$ cat config.mk
export PLATFORM = sky130hd
export DESIGN_NAME = codec_clkgen
export DESIGN_NICKNAME = d
export VERILOG_FILES = /design/src/rtl/codec_clkgen_pkg.sv /design/src/rtl/codec_bit_div.sv /design/src/rtl/codec_frame_div.sv /design/src/rtl/codec_cmd_ctrl.sv /design/src/rtl/codec_clkgen.sv
export SDC_FILE = /design/constraint.sdc
export NUM_CORES = 1
export LEC_CHECK = 0
export BUFFER_PORTS_ARGS = -buffer_cell sky130_fd_sc_hd__buf_2
export CAP_MARGIN = 40
export CORE_MARGIN = 10
export CORE_UTILIZATION = 45
export DETAILED_ROUTE_END_ITERATION = 16
export GPL_ROUTABILITY_DRIVEN = 0
export PLACE_DENSITY = 0.66
export SKIP_LAST_GASP = 1
export SLEW_MARGIN = 20
export SYNTH_ARGS = -nofsm -noshare
export SYNTH_HDL_FRONTEND = slang
export SYNTH_SLANG_ARGS = --single-unit
export TNS_END_PERCENT = 20
$ cat constraint.sdc
create_clock -name clk -period 2.5 [get_ports clk]
set_input_delay 0.5 -clock clk [delete_from_list [all_inputs] [get_ports clk]]
set_output_delay 0.5 -clock clk [all_outputs]
set_load 0.005 [all_outputs]
$ cat src/rtl/codec_clkgen_pkg.sv
`timescale 1ns/1ps
package codec_clkgen_pkg;
  localparam int N_W_DEF      = 5;
  localparam int M_W_DEF      = 9;
  localparam int PL_W         = 5;
  localparam int N_MIN        = 3;
  localparam int FRAME_MIN_8  = 16;
  localparam int FRAME_MIN_16 = 32;
  localparam int PULSE_8      = 8;
  localparam int PULSE_16     = 16;

  localparam int CFG_WIDE_BIT   = 0;
  localparam int CFG_MASTER_BIT = 1;
  localparam int CFG_LONG_BIT   = 2;
  localparam int CFG_ARM_BIT    = 3;

  typedef struct packed {
    logic long_fs;
    logic master;
    logic wide16;
  } clk_cfg_t;

  function automatic logic [PL_W-1:0] pulse_bits(clk_cfg_t c);
    if (!c.long_fs) return PL_W'(1);
    return c.wide16 ? PL_W'(PULSE_16) : PL_W'(PULSE_8);
  endfunction
endpackage

$ cat src/rtl/codec_bit_div.sv
`timescale 1ns/1ps
module codec_bit_div #(
  parameter int N_W = 5
) (
  input  logic           clk,
  input  logic           rst_n,
  input  logic [N_W-1:0] n_cur,
  output logic           tick,
  output logic           sclk_q
);
  logic [N_W-1:0] cnt;
  logic [N_W-1:0] cnt_nxt;
  logic [N_W:0]   hi_len;

  assign tick    = (cnt == n_cur);
  assign cnt_nxt = tick ? '0 : cnt + N_W'(1);
  assign hi_len  = ({1'b0, n_cur} + (N_W+1)'(2)) >> 1;

  always_ff @(posedge clk or negedge rst_n) begin
    if (!rst_n) begin
      cnt    <= '0;
      sclk_q <= 1'b1;
    end else begin
      cnt    <= cnt_nxt;
      sclk_q <= ({1'b0, cnt_nxt} < hi_len);
    end
  end

  // each prescaler wrap starts a high phase of the bit clock
  assert_rise_after_tick_R2: assert property (@(posedge clk) disable iff (!rst_n)
    tick |=> sclk_q);

  // the count never passes the divider in effect
  assert_cnt_bound_R2: assert property (@(posedge clk) disable iff (!rst_n)
    cnt <= n_cur);
endmodule

$ cat src/rtl/codec_frame_div.sv
`timescale 1ns/1ps
module codec_frame_div #(
  parameter int M_W  = 9,
  parameter int PL_W = 5
) (
  input  logic            clk,
  input  logic            rst_n,
  input  logic            tick,
  input  logic [M_W-1:0]  m_cur,
  input  logic [PL_W-1:0] plen,
  output logic            frame_end,
  output logic            fsync_q
);
  logic [M_W-1:0] fcnt;
  logic [M_W-1:0] fcnt_nxt;

  assign frame_end = tick && (fcnt == m_cur);
  assign fcnt_nxt  = frame_end ? '0 : fcnt + M_W'(1);

  always_ff @(posedge clk or negedge rst_n) begin
    if (!rst_n) begin
      fcnt    <= '0;
      fsync_q <= 1'b1;
    end else if (tick) begin
      fcnt    <= fcnt_nxt;
      fsync_q <= (fcnt_nxt < M_W'(plen));
    end
  end

  // frame sync only moves on a bit clock edge
  assert_fsync_on_tick_R4: assert property (@(posedge clk) disable iff (!rst_n)
    !$stable(fsync_q) |-> $past(tick));
endmodule

$ cat src/rtl/codec_cmd_ctrl.sv
`timescale 1ns/1ps
module codec_cmd_ctrl import codec_clkgen_pkg::*; #(
  parameter int N_W   = N_W_DEF,
  parameter int M_W   = M_W_DEF,
  parameter int N_RST = 18,
  parameter int M_RST = 255,
  localparam int CMD_W = N_W + M_W
) (
  input  logic             clk,
  input  logic             rst_n,
  input  logic             cmd_valid,
  input  logic [CMD_W-1:0] cmd_data,
  output logic             cmd_ready,
  input  logic             frame_end,
  output clk_cfg_t         cfg,
  output logic [N_W-1:0]   n_cur,
  output logic [M_W-1:0]   m_cur,
  output logic             rate_err
);
  logic           armed;
  logic           pending;
  logic [N_W-1:0] pend_n;
  logic [M_W-1:0] pend_m;
  logic [N_W-1:0] rate_n;
  logic [M_W-1:0] rate_m;
  logic [M_W:0]   need_bits;
  logic           rate_ok;
  logic           accept;

  assign cmd_ready = !pending;
  assign accept    = cmd_valid && cmd_ready;
  assign rate_n    = cmd_data[N_W-1:0];
  assign rate_m    = cmd_data[CMD_W-1:N_W];
  assign need_bits = cfg.wide16 ? (M_W+1)'(FRAME_MIN_16) : (M_W+1)'(FRAME_MIN_8);
  assign rate_ok   = (rate_n >= N_W'(N_MIN)) &&
                     (({1'b0, rate_m} + (M_W+1)'(1)) >= need_bits);

  always_ff @(posedge clk or negedge rst_n) begin
    if (!rst_n) begin
      cfg      <= '0;
      armed    <= 1'b0;
      pending  <= 1'b0;
      pend_n   <= '0;
      pend_m   <= '0;
      n_cur    <= N_W'(N_RST);
      m_cur    <= M_W'(M_RST);
      rate_err <= 1'b0;
    end else begin
      if (frame_end && pending) begin
        n_cur   <= pend_n;
        m_cur   <= pend_m;
        pending <= 1'b0;
      end
      if (accept) begin
        if (armed) begin
          armed <= 1'b0;
          if (rate_ok) begin
            pending <= 1'b1;
            pend_n  <= rate_n;
            pend_m  <= rate_m;
          end else begin
            rate_err <= 1'b1;
          end
        end else begin
          cfg.wide16  <= cmd_data[CFG_WIDE_BIT];
          cfg.master  <= cmd_data[CFG_MASTER_BIT];
          cfg.long_fs <= cmd_data[CFG_LONG_BIT];
          armed       <= cmd_data[CFG_ARM_BIT];
        end
      end
    end
  end

  // the prescaler setting in effect is never below the minimum
  assert_n_min_R1: assert property (@(posedge clk) disable iff (!rst_n)
    n_cur >= N_W'(N_MIN));

  // a word that goes pending satisfies the ratio for the current width
  assert_pend_ratio_R3: assert property (@(posedge clk) disable iff (!rst_n)
    $rose(pending) |-> (({1'b0, pend_m} + (M_W+1)'(1)) >= need_bits));

  // the error flag never clears outside reset
  assert_err_sticky_R7: assert property (@(posedge clk) disable iff (!rst_n)
    rate_err |=> rate_err);

  // the dividers change only right after a frame boundary
  assert_div_boundary_R9: assert property (@(posedge clk) disable iff (!rst_n)
    (!$stable(n_cur) || !$stable(m_cur)) |-> $past(frame_end));
endmodule

$ cat src/rtl/codec_clkgen.sv
`timescale 1ns/1ps
module codec_clkgen import codec_clkgen_pkg::*; #(
  parameter int N_W   = N_W_DEF,
  parameter int M_W   = M_W_DEF,
  parameter int N_RST = 18,
  parameter int M_RST = 255,
  localparam int CMD_W = N_W + M_W
) (
  input  logic             clk,
  input  logic             rst_n,
  input  logic             cmd_valid,
  output logic             cmd_ready,
  input  logic [CMD_W-1:0] cmd_data,
  input  logic             sclk_i,
  output logic             sclk_o,
  output logic             sclk_oe,
  input  logic             fsync_i,
  output logic             fsync_o,
  output logic             fsync_oe,
  output logic             bclk_mon,
  output logic             fsync_mon,
  output logic             rate_err
);
  clk_cfg_t       cfg;
  logic [N_W-1:0] n_cur;
  logic [M_W-1:0] m_cur;
  logic           tick;
  logic           sclk_q;
  logic           frame_end;
  logic           fsync_q;

  codec_cmd_ctrl #(.N_W(N_W), .M_W(M_W), .N_RST(N_RST), .M_RST(M_RST)) ctrl_i (
    .clk(clk), .rst_n(rst_n), .cmd_valid(cmd_valid), .cmd_data(cmd_data),
    .cmd_ready(cmd_ready), .frame_end(frame_end), .cfg(cfg),
    .n_cur(n_cur), .m_cur(m_cur), .rate_err(rate_err)
  );

  codec_bit_div #(.N_W(N_W)) bit_i (
    .clk(clk), .rst_n(rst_n), .n_cur(n_cur), .tick(tick), .sclk_q(sclk_q)
  );

  codec_frame_div #(.M_W(M_W), .PL_W(PL_W)) frame_i (
    .clk(clk), .rst_n(rst_n), .tick(tick), .m_cur(m_cur),
    .plen(pulse_bits(cfg)), .frame_end(frame_end), .fsync_q(fsync_q)
  );

  assign sclk_oe   = cfg.master;
  assign fsync_oe  = cfg.master;
  assign sclk_o    = cfg.master & sclk_q;
  assign fsync_o   = cfg.master & fsync_q;
  assign bclk_mon  = cfg.master ? sclk_q  : sclk_i;
  assign fsync_mon = cfg.master ? fsync_q : fsync_i;

  // a driven frame sync rises only together with the driven bit clock
  assert_frame_on_bit_R4: assert property (@(posedge clk) disable iff (!rst_n)
    ($rose(fsync_o) && $past(sclk_oe)) |-> $rose(sclk_o));

  // released pads carry no level
  assert_slave_quiet_R6: assert property (@(posedge clk) disable iff (!rst_n)
    !sclk_oe |-> (!sclk_o && !fsync_o && !fsync_oe));
endmodule

---- Word-level counts from Yosys, hierarchy flattened ----
Index checks and enable logic that the tools add are counted.
W data, S select, Z words.
word-level totals
  register bits ........................... 50
  latch bits .............................. 0
  memory bits (writable) .................. 0
  ROM bits ................................ 0
  input port bits ......................... 19
  output and inout bits ................... 8
  logic and storage cells ................. 48
  memories kept ........................... 0
cells by class
  add/sub/neg operators ................... 4
  $mul .................................... 0
  divide/modulo/power cells ............... 0
  order comparisons ....................... 4
  equal/unequal tests ..................... 2
  shift-type cells ........................ 0
  muxes and demuxes ....................... 12
  bitwise logic cells ..................... 4
  reductions and logical operators ........ 8
operator list
  kind                    count
  $mux W5                 3
  $add A9 B1 Y10 const B  1
  $ge A10 B10 Y1          1
  $add A9 B1 Y9 const B   1
  $eq A9 B9 Y1            1
  $lt A9 B5 Y1            1
  $mux W9                 1
  $mux W1                 7
  $add A5 B2 Y6 const B   1
  $mux W6                 1
  $reduce_and A3 Y1       2
  $add A5 B1 Y5 const B   1
  $eq A5 B5 Y1            1
  $ge A5 B2 Y1 const B    1
  $lt A5 B5 Y1            1
  $logic_and A1 B1 Y1     4
  $and A1 B1 Y1           2
  $not A1 Y1              2
  $reduce_and A2 Y1       1
  $logic_not A1 Y1        1

---- Logic depth before layout (Yosys ltp) ----
  depth in word-level cells ............... 7
  mapped depth ............................ 13
  gate-level depth less buffers ........... 11

---- Hierarchy ----
From an unflattened synthesis, not the netlist that was laid out.
second synthesis, totals
  cells, all modules ...................... 245
  area total of the unflattened synthesis .. 2854.0 um^2
modules (own cells, without submodules)
  module           instances  cells each  area an instance (um^2)  sequential area each (um^2)
  codec_cmd_ctrl   1          95          1435.1                   863.3
  codec_frame_div  1          96          883.3                    251.5
  codec_bit_div    1          45          465.4                    151.4
  codec_clkgen     1          9           70.1                     0.0

---- Worst setup path after synthesis ----
No wires, ideal clock.
  path kind ............................... register to register
  start ................................... reg ctrl_i.n_cur[4]
  end ..................................... reg bit_i.sclk_q
  library setup time ...................... 0.089 ns
  arrival time ............................ 2.492 ns
  required time ........................... 2.411 ns
  setup slack ............................. -0.081 ns
  cell stages (with the launch flop) ...... 11
  path buffers ............................ 1
  clock period less this slack ............ 2.581 ns
  cells stage by stage .................... dfstp_2 xnor2_1 nand3_1 or2_2 clkbuf_1 and2_1 ha_1 or4_1 o221ai_1 a21oi_1 a211oi_1
on the way
  cells in the longest elaborated chain, start to end .. 3
  elaborated cells on any way between the ends .. 4
  classes of those cells .................. add/sub (1); order compare (1); eq/ne (1); mux (1)
ends and longest elaborated chain
  item                    RTL line              source
  from (decl)             codec_cmd_ctrl.sv:16  output logic [N_W-1:0] n_cur,
  from (signal assigned)  codec_cmd_ctrl.sv:45  n_cur <= N_W'(N_RST);
  from (signal assigned)  codec_cmd_ctrl.sv:50  n_cur <= pend_n;
  $eq A5 B5 Y1            codec_bit_div.sv:15   assign tick = (cnt == n_cur);
  $mux W5                 codec_bit_div.sv:16   assign cnt_nxt = tick ? '0 : cnt + N_W'(1);
  via bit_i.cnt_nxt[1]    codec_bit_div.sv:12   logic [N_W-1:0] cnt_nxt;
  $lt A5 B5 Y1            codec_bit_div.sv:25   sclk_q <= ({1'b0, cnt_nxt} < hi_len);
  to (signal assigned)    codec_bit_div.sv:25
  to (decl)               codec_bit_div.sv:9    output logic sclk_q
The timed path passes the listed nets, and every way through them passes these cells.
A chain may end at the register's enable or synchronous reset.

---- Worst setup path after layout ----
Same ends and word-level chain as after synthesis.

==> metrics.txt <==
Final Slew Violations 0; vias 1845; syn_nets 272; deepest clock path buffer count 2; Flop pwr share 0.431; Post-DP HPWL 4060 um; final net count 312; post-synthesis register bit count 50; Power Density about 1100 nW/um^2; Seq/Total Area, Yosys 0.472; dominant cells by area after synthesis dfrtp_1 (35%), dfstp_2 (12%), mux2_2 (6.7%), xnor2_1 (6.2%), ha_1 (5.1%); Cell variety after synth between 40 and 50; CTS Buf Count 5; first-pass GRT wire length around 9500 um; Synth warnings 0; # fillers approximately 520; GRT Overall Usage 0.116; Final TNS setup 0 ns; CP max-delay cell dfstp_2; max-slew headroom at the worst pin 0.583; DR vias/cell 5.15; crit path launch type register; clock sink count 50; Reg-to-Reg Start ctrl_i.n_cur[4]; Final Non-Filler Cells 358; GRT overflow 0; Synth Cell Area between 2000 and 3000 um^2; # diodes 0; Final period util 0.955; Placed Cells 349; I/O pins 27; Rows 28; max-cap viol count 0; final design area excluding fillers 3120 um^2; Initial DRC Count 67; status completed; clock root buffer master clkbuf_8; CTS tree done; P_sw 1170 uW; Total Power approximately 3400 uW; crit path DAT 2.61 ns; Worst Reg-to-Reg Cells 9; Hold Crit Class in2async; clk_skew 0.0100 ns; Switching Fraction 0.344; layout cells sized above 1 0.343; CP max FO 2; 1st-pass router iterations 4; largest net degree at the start of global routing 51; worst-margin pin slew 0.624 ns; clock slew at reported path FFs 0.10 ns; Die Width 97.2 um; RR Endpoint bit_i.sclk_q; Synth Instances 242; effective utilization at floorplan 0.458; Layout Utilization 0.533; worst vdd ir around 600 uV; Final Hold Fails 0; ANT nets after route 0; CP endpoint kind register; die footprint ~9400 um^2; fmax 0.419 GHz; die height 97.2 um; CP Data Required Time 2.72 ns; Area Growth Syn to Fin 16.4%; DRC 0; core area 5850 um^2; worst-skew pair later-pin latency 0.30 ns; share of the synthesized area in the top cell type 0.355; RSZ-0062 raised after global routing yes; max incr delay on CP approximately 0.55 ns; critical-path cell list xnor2_1, nand3_1, or2_4, and2_4, ha_1, or4_1, o221ai_1, a21oi_1, a211oi_2; FF-to-FF setup slack 0.11 ns; drt wl/cell 14.5 um; initial antenna violation count 0; final WL 5190 um; H-Tree Depth 2; vias in the first global route 1966; Pleak 0.00139 uW; Clk network pwr share 0.142; Port Buf Inserts 26; Avg Inst Size Synth 11.1 um^2; Gate power share 0.427; dominant cell type by area after synthesis dfrtp_1; internal power 2220 uW; kind of critical path reg2reg; setup violators final 0; min Tclk post-route around 2.4 ns; DP Area 3000 um^2
==> metal layers <==
metal,routed length [um],vias to the layer above,global-route usage
met5,0,-,0
met4,45,0,0.0284
met3,196,4,0.0249
met2,2380,38,0.191
met1,2570,874,0.151
li1,-,929,-
==> worst max path at each step <==
| stage | start | endpoint | slack, ns | depth (start not counted) |
|---|---|---|---|---|
| 6_report | ctrl_i.n_cur[4] | bit_i.sclk_q | 0.11 | 9 |
| 5_1_grt | ctrl_i.n_cur[4] | bit_i.sclk_q | -0.007 | 9 |
| 4_1_cts | ctrl_i.n_cur[4] | bit_i.sclk_q | 0.03 | 9 |
| 3_5_place_dp | cmd_data[8] | ctrl_i.pend_m[1] | -0.22 | 9 |
| 3_3_place_gp | cmd_data[8] | ctrl_i.pend_m[0] | -0.14 | 9 |
| 2_1_floorplan | ctrl_i.n_cur[4] | bit_i.sclk_q | -0.04 | 10 |
==> power groups by stage <==
stage | logic [uW] | clock network [uW] | registers (uW)
2_1_floorplan | 976 | 0 | 1420
3_3_place_gp | 1360 | 0 | 1470
3_5_place_dp | 1420 | 0 | 1480
4_1_cts | 1470 | 501 | 1460
5_1_grt | 1640 | 529 | 1520
6_report | 1450 | 482 | 1460
==> critical path: cells and delay by family, from the launching register on <==
kind                     cells  cell delay, ns
adder cells (fa/ha/maj)      1            0.20
AND/OR/NAND/NOR              4            1.00
flip-flops                   1            0.55
AO/OA/AOI/OAI                3            0.44
XOR/XNOR                     1            0.11
==> synthesized netlist by cell type <==
cell type and instances:
a2111oi_2 1, a211oi_1 2, a21boi_0 2, a21o_1 1
a21oi_1 2, a221oi_2 1, a22o_1 4, a31oi_1 2
a32oi_1 1, and2_1 4, and3_1 5, buf_2 3
buf_4 2, buf_6 1, clkbuf_1 4, clkbuf_2 3
dfrtp_1 38, dfstp_2 12, ha_1 11, inv_1 11
mux2_1 8, mux2_2 16, mux2_4 6, nand2_1 16
nand2b_1 2, nand3_1 11, nand4_1 3, nor2_1 13
nor2b_1 3, nor3_1 3, nor3_2 1, nor4_1 1
o21a_1 1, o21ai_0 13, o21bai_1 2, o221ai_1 1
o2bb2ai_1 3, o31ai_1 1, or2_2 2, or4_1 2
xnor2_1 19, xor2_1 5
==> layout make-up <==
| type | instances | area, um^2 | share of cell area |
|---|---|---|---|
| Clock buffer | 5 | 68.8 | 0.0221 |
| Timing Repair Buffer | 46 | 293 | 0.0938 |
| Tap cell | 75 | 93.8 | 0.0301 |
| Inverter | 11 | 41.3 | 0.0132 |
| Multi-Input combinational cell | 168 | 1340 | 0.428 |
| Clock inverter | 3 | 22.5 | 0.00722 |
| Sequential cell | 50 | 1270 | 0.406 |
==> cells by family after synthesis <==
group / count (synthesis) / share of synthesized area
and+or+nand+nor: 66 / 0.123
DFF: 50 / 0.472
AOI/OAI and AO/OA: 37 / 0.0985
muxes: 30 / 0.134
xor gates and xnor gates: 24 / 0.0784
buffers and inverters: 24 / 0.0420
adders and majority gates: 11 / 0.0514
==> timing repair <==
item / 4_1_cts / 5_1_grt
hold buffers: 0 / 0
resized for setup: 3 / 0
buffers inserted: 0 / 1
setup endpoints to repair: 1 / 5
pin swaps: 3 / 2
==> cell usage in the layout, fill, tap and decap left out, types with 4 or more instances in the layout <==
master     n
dfrtp_1   38
buf_2     26
xnor2_1   19
buf_4     19
nand2_1   16
mux2_2    16
o21ai_0   13
nor2_1    12
dfstp_2   12
nand3_1   11
inv_1     11
ha_1      11
mux2_1     8
mux2_4     6
xor2_1     5
and3_1     5
clkbuf_8   5
a22o_1     4
==> sequential cells by signal, indices dropped and copies added (netlist names) <==
register	cells
ctrl_i.pend_n	5
ctrl_i.armed	1
ctrl_i.cfg	3
ctrl_i.pend_m	9
ctrl_i.m_cur	9
bit_i.sclk_q	1
ctrl_i.n_cur	5
frame_i.fsync_q	1
ctrl_i.rate_err	1
ctrl_i.pending	1
bit_i.cnt	5
frame_i.fcnt	9
==> per-stage QoR <==
| stage | setup slack [ns] | hold slack, ns |
|---|---|---|
| floorplan | -0.0368 | 0.204 |
| global placement | -0.142 | 0.454 |
| CTS | 0.0291 | 0.313 |
| detailed placement | -0.219 | 0.457 |
| global route | -0.00715 | 0.342 |
| finish | 0.114 | 0.285 |
No activity file was read; power rests on OpenSTA's default activity.
